## src/rtl/wdog_pkg.sv

```systemverilog
package wdog_pkg;
  localparam int OFF_CTRL     = 'h00;
  localparam int OFF_STAT     = 'h04;
  localparam int OFF_PRE_CNT  = 'h1C;
  localparam int OFF_WD_CNT   = 'h34;
  localparam int OFF_RST_EN   = 'h40;
  localparam int OFF_RST_MASK = 'h44;

  localparam int B_PRE_EN   = 2;
  localparam int B_WD_EN    = 8;
  localparam int B_WD_FIX   = 10;
  localparam int B_PRE_FIX  = 12;
  localparam int EXP_LSB    = 16;
  localparam int EXP_W      = 3;
  localparam int B_ST_WD    = 31;
  localparam int B_ST_PRE   = 8;
  localparam int B_RST_EN   = 8;
  localparam int B_RST_MASK = 10;

  localparam int CNT_WD  = 0;
  localparam int CNT_PRE = 1;

  typedef struct packed {
    logic             wd_en;
    logic             pre_en;
    logic             wd_fix;
    logic             pre_fix;
    logic [EXP_W-1:0] expo;
  } ctrl_t;
endpackage

```

## src/rtl/wdog_prescaler.sv

```systemverilog
module wdog_prescaler #(
  parameter int EXP_W = 3
) (
  input  logic             clk_i,
  input  logic             rst_ni,
  input  logic [EXP_W-1:0] exp_i,
  output logic             tick_o
);
  localparam int DIV_W = (1 << EXP_W) - 1;

  logic [DIV_W-1:0] div_q;
  logic [DIV_W-1:0] mask;

  always_ff @(posedge clk_i or negedge rst_ni) begin
    if (!rst_ni) div_q <= '0;
    else         div_q <= div_q + 1'b1;
  end

  // low exp_i bits all ones: one tick every 2^exp cycles
  always_comb begin
    mask   = ~({DIV_W{1'b1}} << exp_i);
    tick_o = &(div_q | ~mask);
  end
endmodule

```

## src/rtl/wdog_downcnt.sv

```systemverilog
module wdog_downcnt #(
  parameter int CNT_W = 32
) (
  input  logic             clk_i,
  input  logic             rst_ni,
  input  logic             en_i,
  input  logic             fix_i,
  input  logic             sys_tick_i,
  input  logic             ref_tick_i,
  input  logic             load_i,
  input  logic [CNT_W-1:0] load_val_i,
  output logic [CNT_W-1:0] cnt_o,
  output logic             expire_o
);
  localparam logic [CNT_W-1:0] ONE = CNT_W'(1);

  logic             tick;
  logic             step;
  logic [CNT_W-1:0] cnt_q;

  always_comb begin
    tick     = fix_i ? ref_tick_i : sys_tick_i;
    step     = !load_i && en_i && tick && (cnt_q != '0);
    expire_o = step && (cnt_q == ONE);
    cnt_o    = cnt_q;
  end

  always_ff @(posedge clk_i or negedge rst_ni) begin
    if (!rst_ni)     cnt_q <= '1;
    else if (load_i) cnt_q <= load_val_i;
    else if (step)   cnt_q <= cnt_q - ONE;
  end
endmodule

```

## src/rtl/wdog_pretimeout.sv

```systemverilog
module wdog_pretimeout
  import wdog_pkg::*;
#(
  parameter int ADDR_W = 8,
  parameter int CNT_W  = 32
) (
  input  logic              clk_i,
  input  logic              rst_ni,
  input  logic              ref_tick_i,
  input  logic [ADDR_W-1:0] addr_i,
  input  logic              we_i,
  input  logic [31:0]       wdata_i,
  output logic [31:0]       rdata_o,
  output logic              wd_irq_o,
  output logic              pre_irq_o,
  output logic              rst_req_o
);
  localparam int NCNT = 2;

  ctrl_t                        ctrl_q;
  logic                         rst_en_q;
  logic                         rst_mask_q;
  logic [NCNT-1:0]              flag_q, flag_d, clr, evt;
  logic [NCNT-1:0]              en_vec, fix_vec, load_vec;
  logic [NCNT-1:0][CNT_W-1:0]   cnt_vec;
  logic [NCNT-1:0]              irq_q;
  logic                         rst_req_q, rst_req_d;
  logic                         sys_tick;
  logic                         wr_ctrl, wr_stat, wr_ren, wr_rmask;

  always_comb begin
    wr_ctrl  = we_i && (addr_i == ADDR_W'(OFF_CTRL));
    wr_stat  = we_i && (addr_i == ADDR_W'(OFF_STAT));
    wr_ren   = we_i && (addr_i == ADDR_W'(OFF_RST_EN));
    wr_rmask = we_i && (addr_i == ADDR_W'(OFF_RST_MASK));
    load_vec[CNT_WD]  = we_i && (addr_i == ADDR_W'(OFF_WD_CNT));
    load_vec[CNT_PRE] = we_i && (addr_i == ADDR_W'(OFF_PRE_CNT));
    en_vec[CNT_WD]    = ctrl_q.wd_en;
    en_vec[CNT_PRE]   = ctrl_q.pre_en;
    fix_vec[CNT_WD]   = ctrl_q.wd_fix;
    fix_vec[CNT_PRE]  = ctrl_q.pre_fix;
  end

  wdog_prescaler #(.EXP_W(EXP_W)) u_presc (
    .clk_i  (clk_i),
    .rst_ni (rst_ni),
    .exp_i  (ctrl_q.expo),
    .tick_o (sys_tick)
  );

  for (genvar i = 0; i < NCNT; i++) begin : g_cnt
    wdog_downcnt #(.CNT_W(CNT_W)) u_cnt (
      .clk_i      (clk_i),
      .rst_ni     (rst_ni),
      .en_i       (en_vec[i]),
      .fix_i      (fix_vec[i]),
      .sys_tick_i (sys_tick),
      .ref_tick_i (ref_tick_i),
      .load_i     (load_vec[i]),
      .load_val_i (wdata_i[CNT_W-1:0]),
      .cnt_o      (cnt_vec[i]),
      .expire_o   (evt[i])
    );
  end

  // write-0-to-clear; a new expiry wins over a clear in the same cycle
  always_comb begin
    clr[CNT_WD]  = wr_stat && !wdata_i[B_ST_WD];
    clr[CNT_PRE] = wr_stat && !wdata_i[B_ST_PRE];
    flag_d       = evt | (flag_q & ~clr);
    rst_req_d    = (evt[CNT_WD] && rst_en_q && !rst_mask_q)
                 || (rst_req_q && flag_d[CNT_WD]);
  end

  always_ff @(posedge clk_i or negedge rst_ni) begin
    if (!rst_ni) begin
      ctrl_q     <= '0;
      rst_en_q   <= 1'b0;
      rst_mask_q <= 1'b0;
      flag_q     <= '0;
      irq_q      <= '0;
      rst_req_q  <= 1'b0;
    end else begin
      if (wr_ctrl) begin
        ctrl_q.wd_en   <= wdata_i[B_WD_EN];
        ctrl_q.pre_en  <= wdata_i[B_PRE_EN];
        ctrl_q.wd_fix  <= wdata_i[B_WD_FIX];
        ctrl_q.pre_fix <= wdata_i[B_PRE_FIX];
        ctrl_q.expo    <= wdata_i[EXP_LSB +: EXP_W];
      end
      if (wr_ren)   rst_en_q   <= wdata_i[B_RST_EN];
      if (wr_rmask) rst_mask_q <= wdata_i[B_RST_MASK];
      flag_q    <= flag_d;
      irq_q     <= evt;
      rst_req_q <= rst_req_d;
    end
  end

  always_comb begin
    rdata_o = '0;
    if (addr_i == ADDR_W'(OFF_CTRL)) begin
      rdata_o[B_WD_EN]             = ctrl_q.wd_en;
      rdata_o[B_PRE_EN]            = ctrl_q.pre_en;
      rdata_o[B_WD_FIX]            = ctrl_q.wd_fix;
      rdata_o[B_PRE_FIX]           = ctrl_q.pre_fix;
      rdata_o[EXP_LSB +: EXP_W]    = ctrl_q.expo;
    end else if (addr_i == ADDR_W'(OFF_STAT)) begin
      rdata_o[B_ST_WD]  = flag_q[CNT_WD];
      rdata_o[B_ST_PRE] = flag_q[CNT_PRE];
    end else if (addr_i == ADDR_W'(OFF_WD_CNT)) begin
      rdata_o[CNT_W-1:0] = cnt_vec[CNT_WD];
    end else if (addr_i == ADDR_W'(OFF_PRE_CNT)) begin
      rdata_o[CNT_W-1:0] = cnt_vec[CNT_PRE];
    end else if (addr_i == ADDR_W'(OFF_RST_EN)) begin
      rdata_o[B_RST_EN] = rst_en_q;
    end else if (addr_i == ADDR_W'(OFF_RST_MASK)) begin
      rdata_o[B_RST_MASK] = rst_mask_q;
    end
  end

  assign wd_irq_o  = irq_q[CNT_WD];
  assign pre_irq_o = irq_q[CNT_PRE];
  assign rst_req_o = rst_req_q;
endmodule

```

## config.mk

```make
export PLATFORM = sky130hd
export DESIGN_NAME = wdog_pretimeout
export DESIGN_NICKNAME = d
export VERILOG_FILES = /design/src/rtl/wdog_pkg.sv /design/src/rtl/wdog_prescaler.sv /design/src/rtl/wdog_downcnt.sv /design/src/rtl/wdog_pretimeout.sv
export SDC_FILE = /design/constraint.sdc
export NUM_CORES = 1
export LEC_CHECK = 0
export BUFFER_PORTS_ARGS = -buffer_cell sky130_fd_sc_hd__buf_2
export CAP_MARGIN = 20
export CORE_MARGIN = 2
export CORE_UTILIZATION = 58
export DETAILED_ROUTE_END_ITERATION = 10
export PLACE_DENSITY = 0.78
export SYNTH_ARGS = -nofsm -noshare
export SYNTH_HDL_FRONTEND = slang
export SYNTH_HIERARCHICAL = 1
export SYNTH_SLANG_ARGS = --single-unit
```

## constraint.sdc

```tcl
create_clock -name clk_i -period 3 [get_ports clk_i]
set_input_delay 0.45 -clock clk_i [delete_from_list [all_inputs] [get_ports clk_i]]
set_output_delay 0.45 -clock clk_i [all_outputs]
set_load 0.1 [all_outputs]
```

==> results of run 1 <==
## layout make-up
cell class	count	share of cell area [%]
inverters	22	1.20
multi-input cells	481	44.8
well taps	111	2.03
repair buffers	109	16.1
clock buffers	9	1.81
clock inverters	7	1.83
flip-flops and latches	85	32.2
## cell families after synthesis
family	count (synthesis)
AO/OA/AOI/OAI	172
XOR/XNOR	13
adder cells (fa/ha/maj)	5
buffers and inverters	53
flip-flops	85
multiplexers	12
AND/OR/NAND/NOR	279
## critical path, cell delays in order, from the launching register on
cell,delay (ps)
dfrtp_1,440
nor2_1,120
o2111ai_1,120
a21o_1,180
a2bb2oi_2,150
mux2_2,220
and3_1,330
o2111ai_1,390
or4_1,510
a31oi_1,170
## state kept, by name, indices dropped and copies added (netlist names)
name               count
ctrl_q                 7
flag_q                 2
g_cnt.u_cnt/cnt_o     64
irq_q                  2
rst_en_q               1
rst_mask_q             1
rst_req_o              1
u_presc/div_q          7
## cell usage after synthesis, drive strengths merged (3+ instances only)
cell | count | area [sq um]
nand4 | 17 | 106
dfstp | 64 | 1680
o21ai | 46 | 230
nor4b | 6 | 58.8
nor4 | 14 | 103
and4 | 5 | 43.8
and2 | 6 | 37.5
xor2 | 5 | 43.8
o311ai | 6 | 52.6
nand3 | 33 | 170
nand2 | 44 | 165
nand2b | 11 | 68.8
dfrtp | 21 | 526
mux2 | 11 | 124
a211o | 6 | 52.6
nor3 | 13 | 65.1
xnor2 | 8 | 70.1
or4 | 13 | 115
a22o | 24 | 210
nand4b | 6 | 52.6
o31a | 4 | 35.0
a311o | 6 | 60.1
ha | 5 | 62.6
o2111ai | 3 | 26.3
a211oi | 4 | 30.0
a31oi | 40 | 250
buf | 11 | 66.3
o31ai | 10 | 75.1
clkbuf | 20 | 75.1
a2111oi | 4 | 35.0
a222oi | 3 | 30.0
or3 | 30 | 190
a21oi | 4 | 20.0
or2 | 6 | 37.5
nor2 | 61 | 229
and3 | 6 | 37.5
inv | 20 | 75.1
## placed cells by master (no fill, tap or decap), types with 4 or more instances in the layout
cell,instances
dfstp_2,64
nor2_1,60
buf_2,46
nand2_1,44
o21ai_0,44
a31oi_1,40
nand3_1,32
buf_12,32
buf_4,31
or3_1,28
a22o_1,24
dfrtp_1,21
inv_1,20
nand4_1,17
nor4_1,13
nor3_1,13
nand2b_1,11
mux2_2,11
o31ai_1,10
clkbuf_8,9
xnor2_1,8
or4_1,7
and2_1,6
or2_2,6
and3_1,6
nand4b_1,6
o311ai_0,6
a311o_1,6
a211o_1,6
and4_1,5
nor4b_1,5
xor2_1,5
ha_1,5
or4_4,4
a21oi_1,4
a211oi_1,4
inv_6,4
o31a_1,4
a2111oi_0,4
## metal layers
layer | GRT usage [%] | share of wire (%) | wire length, microns | vias to the layer above
met4 | 12.0 | 2.5 | 443 | 0
li1 | - | - | - | 2558
met5 | 0 | 0 | 0 | -
met1 | 51.1 | 42 | 7460 | 2785
met3 | 5.18 | 9.2 | 1630 | 38
met2 | 56.4 | 46 | 8240 | 340
## worst max-delay path by stage
| stage | from | endpoint | slack [ps] | cells after the start |
|---|---|---|---|---|
| floorplan | addr_i[1] | rdata_o[10] | -60 | 4 |
| global placement | addr_i[5] | rdata_o[8] | 400 | 5 |
| detailed placement | addr_i[1] | g_cnt[1].u_cnt/cnt_o[2] | 350 | 9 |
| CTS | ctrl_q[0] | g_cnt[0].u_cnt/cnt_o[26] | 370 | 9 |
| global route | g_cnt[1].u_cnt/cnt_o[1] | g_cnt[1].u_cnt/cnt_o[18] | 110 | 7 |
| finish | ctrl_q[0] | g_cnt[0].u_cnt/cnt_o[26] | 290 | 9 |
## through the flow
stage	setup slack [ps]	hold slack (ps)	area, sq um	setup TNS (ps)	power, W
final	290	99.0	6860	0	0.00353
after global routing	112	132	6860	0	0.00369
after CTS	366	107	6860	0	0.00350
after detailed placement	346	462	6610	0	0.00248
after global placement	404	458	6610	0	0.00243
after floorplan	-59.9	154	5510	-59.9	0.00215
## power by group
| part | total (W) | leakage (nW) | internal [W] | switching (W) |
|---|---|---|---|---|
| registers | 0.00168 | 0.943 | 0.00143 | 0.000249 |
| logic | 0.000819 | 1.67 | 0.000348 | 0.000472 |
| clock network | 0.00103 | 0.125 | 0.000566 | 0.000462 |
| total | 0.00353 | 2.74 | 0.00235 | 0.00118 |
==> impl_metrics.env, run 1 <==
export IMPL_nets=757
export IMPL_worstPathMaxFanout=7
export IMPL_post_cts_resized=0
export IMPL_die_area_sq_um=10300
export IMPL_yosys_area_share_adder_pct=1.14
export IMPL_post_drt_wl_per_cell_microns=21.6
export IMPL_core_sq_um=9200
export IMPL_cts_root_buf="clkbuf_8"
export IMPL_drv_cap=0
export IMPL_rows=35
export IMPL_synth_edf_count=0
export IMPL_drive_above_1_share_pct=30.9
export IMPL_r2r_slack_ps=290
export IMPL_netlist_instances=619
export IMPL_worst_setup_path_end_kind="flip-flop"
export IMPL_synth_compound_area_share_pct=22.1
export IMPL_post_route_util_pct=74.5
export IMPL_synth_mux_area_share_pct=2.44
export IMPL_grt_max_degree=46
export IMPL_worstReg2RegEnd="g_cnt[0].u_cnt/cnt_o[26]"
export IMPL_port_buffers=78
export IMPL_setup_viol=0
export IMPL_firstDrtPassIters=6
export IMPL_fin_crit_sh_pct=90.3
export IMPL_numCtsBuffers=9
export IMPL_criticalPathCategory="reg2reg"
export IMPL_antennaDiodeCount=0
export IMPL_die_w_microns=101
export IMPL_cts_htree_levels=3
export IMPL_clkTransAtPathRegs_ps=90
export IMPL_async_reset_ff_share_pct=100
export IMPL_nFillCells=663
export IMPL_skew_ps=8.91
export IMPL_place_gp_congestion=0.962
export IMPL_synth_area_sq_um=5500
export IMPL_max_freq_mhz=369
export IMPL_drt_drc_violations_left=0
export IMPL_p_leak_nw=2.74
export IMPL_synthXorXnorAreaFrac_pct=2.07
export IMPL_synth_cell_types=60
export IMPL_syn_num_nets=668
export IMPL_grt_use_total_pct=35.8
export IMPL_r2r_start="ctrl_q[0]"
export IMPL_crit_path_start_kind="flip-flop"
export IMPL_multi_input_area_sq_um=3070
export IMPL_synthSimpleGateAreaFrac_pct=28.1
export IMPL_vias_per_cell=6.94
export IMPL_start_util_pct=59.8
export IMPL_clk_latency_ps=360
export IMPL_yosys_warnings=6
export IMPL_worstPathRequired_ps=3290
export IMPL_boundaryPins=79
export IMPL_hold_violations=0
export IMPL_arrival_ps=3000
export IMPL_syn_area_per_cell_sq_um=8.88
export IMPL_ys_ff_latch=85
export IMPL_cts_tree="yes"
export IMPL_worst_slew_pin_transition_ps=673
export IMPL_grt_pass1_vias=5406
export IMPL_routed_wl_microns=17800
export IMPL_placedCellCount=808
export IMPL_fin_cells=824
export IMPL_min_path_type="in2async"
export IMPL_drv_slew=0
export IMPL_relSlewSlack_pct=54.0
export IMPL_grt_overflow=0
export IMPL_antenna_found_initial=0
export IMPL_holdBufCountCts=0
export IMPL_powerDensity_nw_per_um2=515
export IMPL_ir_worst_vdd_mv=0.281
export IMPL_postCtsSetupBuffers=0
export IMPL_rsz0062_at_grt="false"
export IMPL_grt_pass1_wl_microns=28500
export IMPL_r2r_cells=9
export IMPL_syn_to_final_growth_pct=24.7
export IMPL_dp_hpwl_microns=13100
export IMPL_ys_flop_type="dfstp_2"
export IMPL_cts_num_sinks=85
export IMPL_drt_iter0_drc=477
export IMPL_status="finished, final reports clean"
export IMPL_ant_nets=0
export IMPL_yosysSeqAreaShare_pct=40.2
export IMPL_ff_latch_area_sq_um=2210
export IMPL_period_needed_ps=2710
export IMPL_via_count=5721
export IMPL_ctsLongestPathBuffers=2
export IMPL_die_y_microns=101
export IMPL_synth_top_family_by_area="simple AND/OR/NAND/NOR gates"
Note: power is estimated with default switching activity, not from simulation.
==> run 2: changes to the inputs <==
Settings changed: CELL_PAD_IN_SITES_DETAIL_PLACEMENT from default to 0, CELL_PAD_IN_SITES_GLOBAL_PLACEMENT from default to 1, CORE_UTILIZATION 58 to 44, CTS_BUF_LIST from default to sky130_fd_sc_hd__clkbuf_16.
==> impl_metrics.env, run 2 (synthesis results as in run 1) <==
export IMPL_status="finished, final reports clean"
export IMPL_grt_use_total_pct=27.7
export IMPL_worstPathRequired_ps=3280
export IMPL_boundaryPins=79
export IMPL_syn_to_final_growth_pct=25.4
export IMPL_antennaDiodeCount=0
export IMPL_die_w_microns=116
export IMPL_die_area_sq_um=13400
export IMPL_max_freq_mhz=363
export IMPL_cts_tree="yes"
export IMPL_p_sw_w=0.00119
export IMPL_setup_viol=0
export IMPL_place_area_sq_um=6600
export IMPL_crit_path_start_kind="flip-flop"
export IMPL_final_cell_mix="64 x dfstp_2, 60 x nor2_1, 46 x buf_2"
export IMPL_r2r_slack_ps=240
export IMPL_port_buffers=78
export IMPL_p_comb_share_pct=22.1
export IMPL_r2r_cells=9
export IMPL_min_path_type="in2async"
export IMPL_ant_nets=0
export IMPL_p_seq_share_pct=46.8
export IMPL_die_y_microns=116
export IMPL_antenna_found_initial=0
export IMPL_criticalPathCategory="reg2reg"
export IMPL_clkTransAtPathRegs_ps=70
export IMPL_cts_htree_levels=3
export IMPL_place_gp_congestion=0.893
export IMPL_skew_ps=9.33
export IMPL_vias_per_cell=6.28
export IMPL_fin_cells=872
export IMPL_start_util_pct=45.4
export IMPL_grt_pass1_vias=5264
export IMPL_p_int_w=0.00243
export IMPL_cp_cell_sequence="nor2_1 > o2111ai_1 > a21o_1 > a2bb2oi_2 > mux2_2 > and3_1 > o2111ai_1 > or4_1 > a31oi_1"
export IMPL_cts_root_buf="clkbuf_16"
export IMPL_slowest_delay_ps=540
export IMPL_final_common_cell="dfstp_2"
export IMPL_grt_overflow=0
export IMPL_drt_iter0_drc=503
export IMPL_worstPathMaxFanout=7
export IMPL_cts_num_sinks=85
export IMPL_worst_slew_pin_transition_ps=1110
export IMPL_via_count=5477
export IMPL_ir_worst_vdd_mv=0.233
export IMPL_r2r_start="ctrl_q[0]"
export IMPL_firstDrtPassIters=5
export IMPL_switching_share_pct=32.8
export IMPL_worst_path_max_delay_cell="or4_1"
export IMPL_grt_pass1_wl_microns=28300
export IMPL_routed_wl_microns=17700
export IMPL_placedCellCount=856
export IMPL_fin_crit_sh_pct=91.9
export IMPL_final_area_sq_um=6890
export IMPL_post_drt_wl_per_cell_microns=20.3
export IMPL_period_needed_ps=2760
export IMPL_worst_setup_path_end_kind="flip-flop"
export IMPL_worstReg2RegEnd="g_cnt[1].u_cnt/cnt_o[26]"
export IMPL_grt_max_degree=64
export IMPL_post_cts_resized=0
export IMPL_crit_top_cell="o2111ai_1"
export IMPL_largest_reg_flops=64
export IMPL_hold_violations=0
export IMPL_arrival_ps=3030
export IMPL_postCtsSetupBuffers=0
export IMPL_relSlewSlack_pct=25.0
export IMPL_drt_drc_violations_left=0
export IMPL_ctsLongestPathBuffers=2
export IMPL_numCtsBuffers=9
export IMPL_power_w=0.00362
export IMPL_drv_slew=0
export IMPL_drive_above_1_share_pct=29.7
export IMPL_holdBufCountCts=0
export IMPL_powerDensity_nw_per_um2=525
export IMPL_rows=40
export IMPL_rsz0062_at_grt="false"
export IMPL_nets=748
export IMPL_core_sq_um=12100
export IMPL_startpoint="ctrl_q[0]"
export IMPL_p_leak_nw=2.71
export IMPL_nFillCells=1127
export IMPL_holdWs_ps=177
export IMPL_power_frac_clock_pct=31.1
export IMPL_clk_latency_ps=350
export IMPL_dp_hpwl_microns=13000
export IMPL_drv_cap=0
## run 2: how the worst max path moves through the flow
| stage | depth (start not counted) | to | slack [ps] |
|---|---|---|---|
| finish | 9 | g_cnt[1].u_cnt/cnt_o[26] | 240 |
| global route | 9 | g_cnt[1].u_cnt/cnt_o[26] | 30 |
| CTS | 9 | g_cnt[1].u_cnt/cnt_o[18] | 310 |
| detailed placement | 5 | g_cnt[1].u_cnt/cnt_o[29] | 330 |
| global placement | 9 | g_cnt[1].u_cnt/cnt_o[20] | 340 |
| floorplan | 4 | rdata_o[10] | -60 |
## run 2: per-layer routing
metal | GRT usage [%] | part of all wire (%) | vias to the layer above | wire length (microns)
li1 | - | - | 2564 | -
met1 | 40.7 | 46 | 2666 | 8070
met2 | 41.1 | 45 | 226 | 8000
met3 | 3.92 | 6.9 | 21 | 1210
met4 | 11.1 | 2.2 | 0 | 380
met5 | 0 | 0 | - | 0
## run 2: area by class of cell
class	count	area (sq um)	share of cell area, %
timing repair buffer	100	1020	14.9
inverter	22	82.6	1.20
clock inverter	7	67.6	0.981
multi-input combinational	481	3070	44.6
clock buffer	9	225	3.27
tap	168	210	3.05
sequential	85	2210	32.0
## run 2: worst max-delay path: cells and delay by family, from the launching register on
family	cells	cell delay (ps)
mux	1	260
compound gates	5	1030
simple gates	3	960
flops	1	420
## run 2: power by group through the flow
stage	sequential, W	combinational [W]	clock [W]
floorplan	0.00161	0.000541	0
global placement	0.00170	0.000766	0
detailed placement	0.00170	0.000785	0
CTS	0.00168	0.000789	0.00115
global route	0.00173	0.000895	0.00119
finish	0.00169	0.000799	0.00113
## run 2: stage by stage
step	setup TNS [ps]	setup WS [ps]	utilization, %
final	0	242	56.9
after global routing	0	27.0	56.9
after CTS	0	306	56.9
after detailed placement	0	329	54.5
after global placement	0	344	54.5
after floorplan	-59.9	-59.9	-
==> run 3: changes to the inputs <==
Settings changed: CORE_ASPECT_RATIO from default to 1.75, GPL_ROUTABILITY_DRIVEN from default to 0.
==> impl_metrics.env, run 3 (synthesis results as in run 1) <==
export IMPL_final_cell_mix="64 x dfstp_2, 60 x nor2_1, 46 x buf_2"
export IMPL_drt_drc_violations_left=0
export IMPL_clk_latency_ps=350
export IMPL_grt_pass1_wl_microns=32000
export IMPL_cts_num_sinks=85
export IMPL_drt_iter0_drc=619
export IMPL_period_needed_ps=2850
export IMPL_powerDensity_nw_per_um2=533
export IMPL_relSlewSlack_pct=40.1
export IMPL_drv_slew=0
export IMPL_antenna_found_initial=0
export IMPL_cts_root_buf="clkbuf_16"
export IMPL_grt_overflow=0
export IMPL_die_area_sq_um=13400
export IMPL_worstPathRequired_ps=3260
export IMPL_final_common_cell="dfstp_2"
export IMPL_ant_nets=0
export IMPL_holdBufCountCts=0
export IMPL_status="finished, final reports clean"
export IMPL_arrival_ps=3110
export IMPL_routed_wl_microns=20300
export IMPL_final_area_sq_um=6980
export IMPL_rows=54
export IMPL_worstPathMaxFanout=6
export IMPL_grt_pass1_vias=5852
export IMPL_setup_viol=0
export IMPL_grt_use_total_pct=31.2
export IMPL_ir_worst_vdd_mv=0.275
export IMPL_criticalPathCategory="reg2reg"
export IMPL_placedCellCount=865
export IMPL_post_drt_wl_per_cell_microns=23.0
export IMPL_firstDrtPassIters=5
export IMPL_syn_to_final_growth_pct=27.0
export IMPL_dp_hpwl_microns=15300
export IMPL_numCtsBuffers=9
export IMPL_vias_per_cell=6.49
export IMPL_fin_crit_sh_pct=95.0
export IMPL_largest_reg_flops=64
export IMPL_ctsLongestPathBuffers=2
export IMPL_worst_setup_path_end_kind="flip-flop"
export IMPL_cts_htree_levels=3
export IMPL_rsz0062_at_grt="false"
export IMPL_via_count=5721
export IMPL_drive_above_1_share_pct=30.8
export IMPL_worstReg2RegEnd="g_cnt[0].u_cnt/cnt_o[18]"
export IMPL_r2r_cells=9
export IMPL_die_w_microns=88.5
export IMPL_grt_max_degree=63
export IMPL_start_util_pct=44.5
export IMPL_max_freq_mhz=351
export IMPL_min_path_type="in2async"
export IMPL_nets=758
export IMPL_p_leak_nw=2.76
export IMPL_hold_violations=0
export IMPL_die_y_microns=152
export IMPL_place_area_sq_um=6680
export IMPL_fin_cells=882
export IMPL_port_buffers=78
export IMPL_r2r_slack_ps=150
export IMPL_cts_tree="yes"
export IMPL_antennaDiodeCount=0
export IMPL_crit_path_start_kind="flip-flop"
export IMPL_worst_slew_pin_transition_ps=887
export IMPL_r2r_start="ctrl_q[0]"
export IMPL_core_sq_um=12400
export IMPL_boundaryPins=79
export IMPL_clkTransAtPathRegs_ps=70
export IMPL_drv_cap=0
export IMPL_skew_ps=6.34
[run 3: worst max path at each step]
stage          slack [ps]                       end      start
2_1_floorplan         -60               rdata_o[10]  addr_i[1]
3_5_place_dp           40  g_cnt[0].u_cnt/cnt_o[18]  ctrl_q[0]
4_1_cts                10  g_cnt[0].u_cnt/cnt_o[18]  ctrl_q[0]
3_3_place_gp           90  g_cnt[0].u_cnt/cnt_o[18]  ctrl_q[0]
6_report              150  g_cnt[0].u_cnt/cnt_o[18]  ctrl_q[0]
5_1_grt                10  g_cnt[0].u_cnt/cnt_o[18]  ctrl_q[0]
[run 3: layout make-up]
class                           instances  area, sq um
Fill cell                            1163         5380
Multi-Input combinational cell        481         3080
Sequential cell                        85         2210
Timing Repair Buffer                  110         1110
Clock buffer                            9          225
Tap cell                              168          210
Inverter                               22         82.6
Clock inverter                          7         72.6
[run 3: repair_timing]
action | 4_1_cts | 5_1_grt
setup endpoints to repair | 0 | 1
resized for setup | 0 | 1
setup buffers | 0 | 0
[run 3: per-layer routing]
metal / vias up / wire, microns / global-route usage (%)
met4: 0 / 1030 / 15.7
met2: 276 / 10700 / 54.1
met1: 2805 / 7300 / 36.0
met5: - / 0 / 0
li1: 2567 / - / -
met3: 73 / 1190 / 5.16
[run 3: per-stage QoR]
step | setup slack [ps] | hold slack, ps | total power (W) | utilization, % | TNS [ps]
finish | 150 | 159 | 0.00372 | 56.5 | 0
global placement | 94.9 | 458 | 0.00253 | 54.0 | 0
CTS | 13.3 | 213 | 0.00371 | 56.4 | 0
detailed placement | 37.9 | 465 | 0.00256 | 54.0 | 0
floorplan | -59.9 | 154 | 0.00215 | - | -59.9
global route | 14.8 | 236 | 0.00391 | 56.5 | 0
[run 3: worst max-delay path: stages (launching register included)]
cell and delay [ps]:
dfrtp_1 420, nor2_1 140, o2111ai_1 110, a21o_1 180
a2bb2oi_2 230, mux2_2 250, nand3_1 260, a2111oi_1 810
xnor2_1 140, o21ai_0 220
[run 3: report_power, final]
group	total [W]	switching [W]	internal, W
clock network	0.00114	0.000495	0.000649
logic	0.000874	0.000503	0.000371
registers	0.00170	0.000265	0.00144
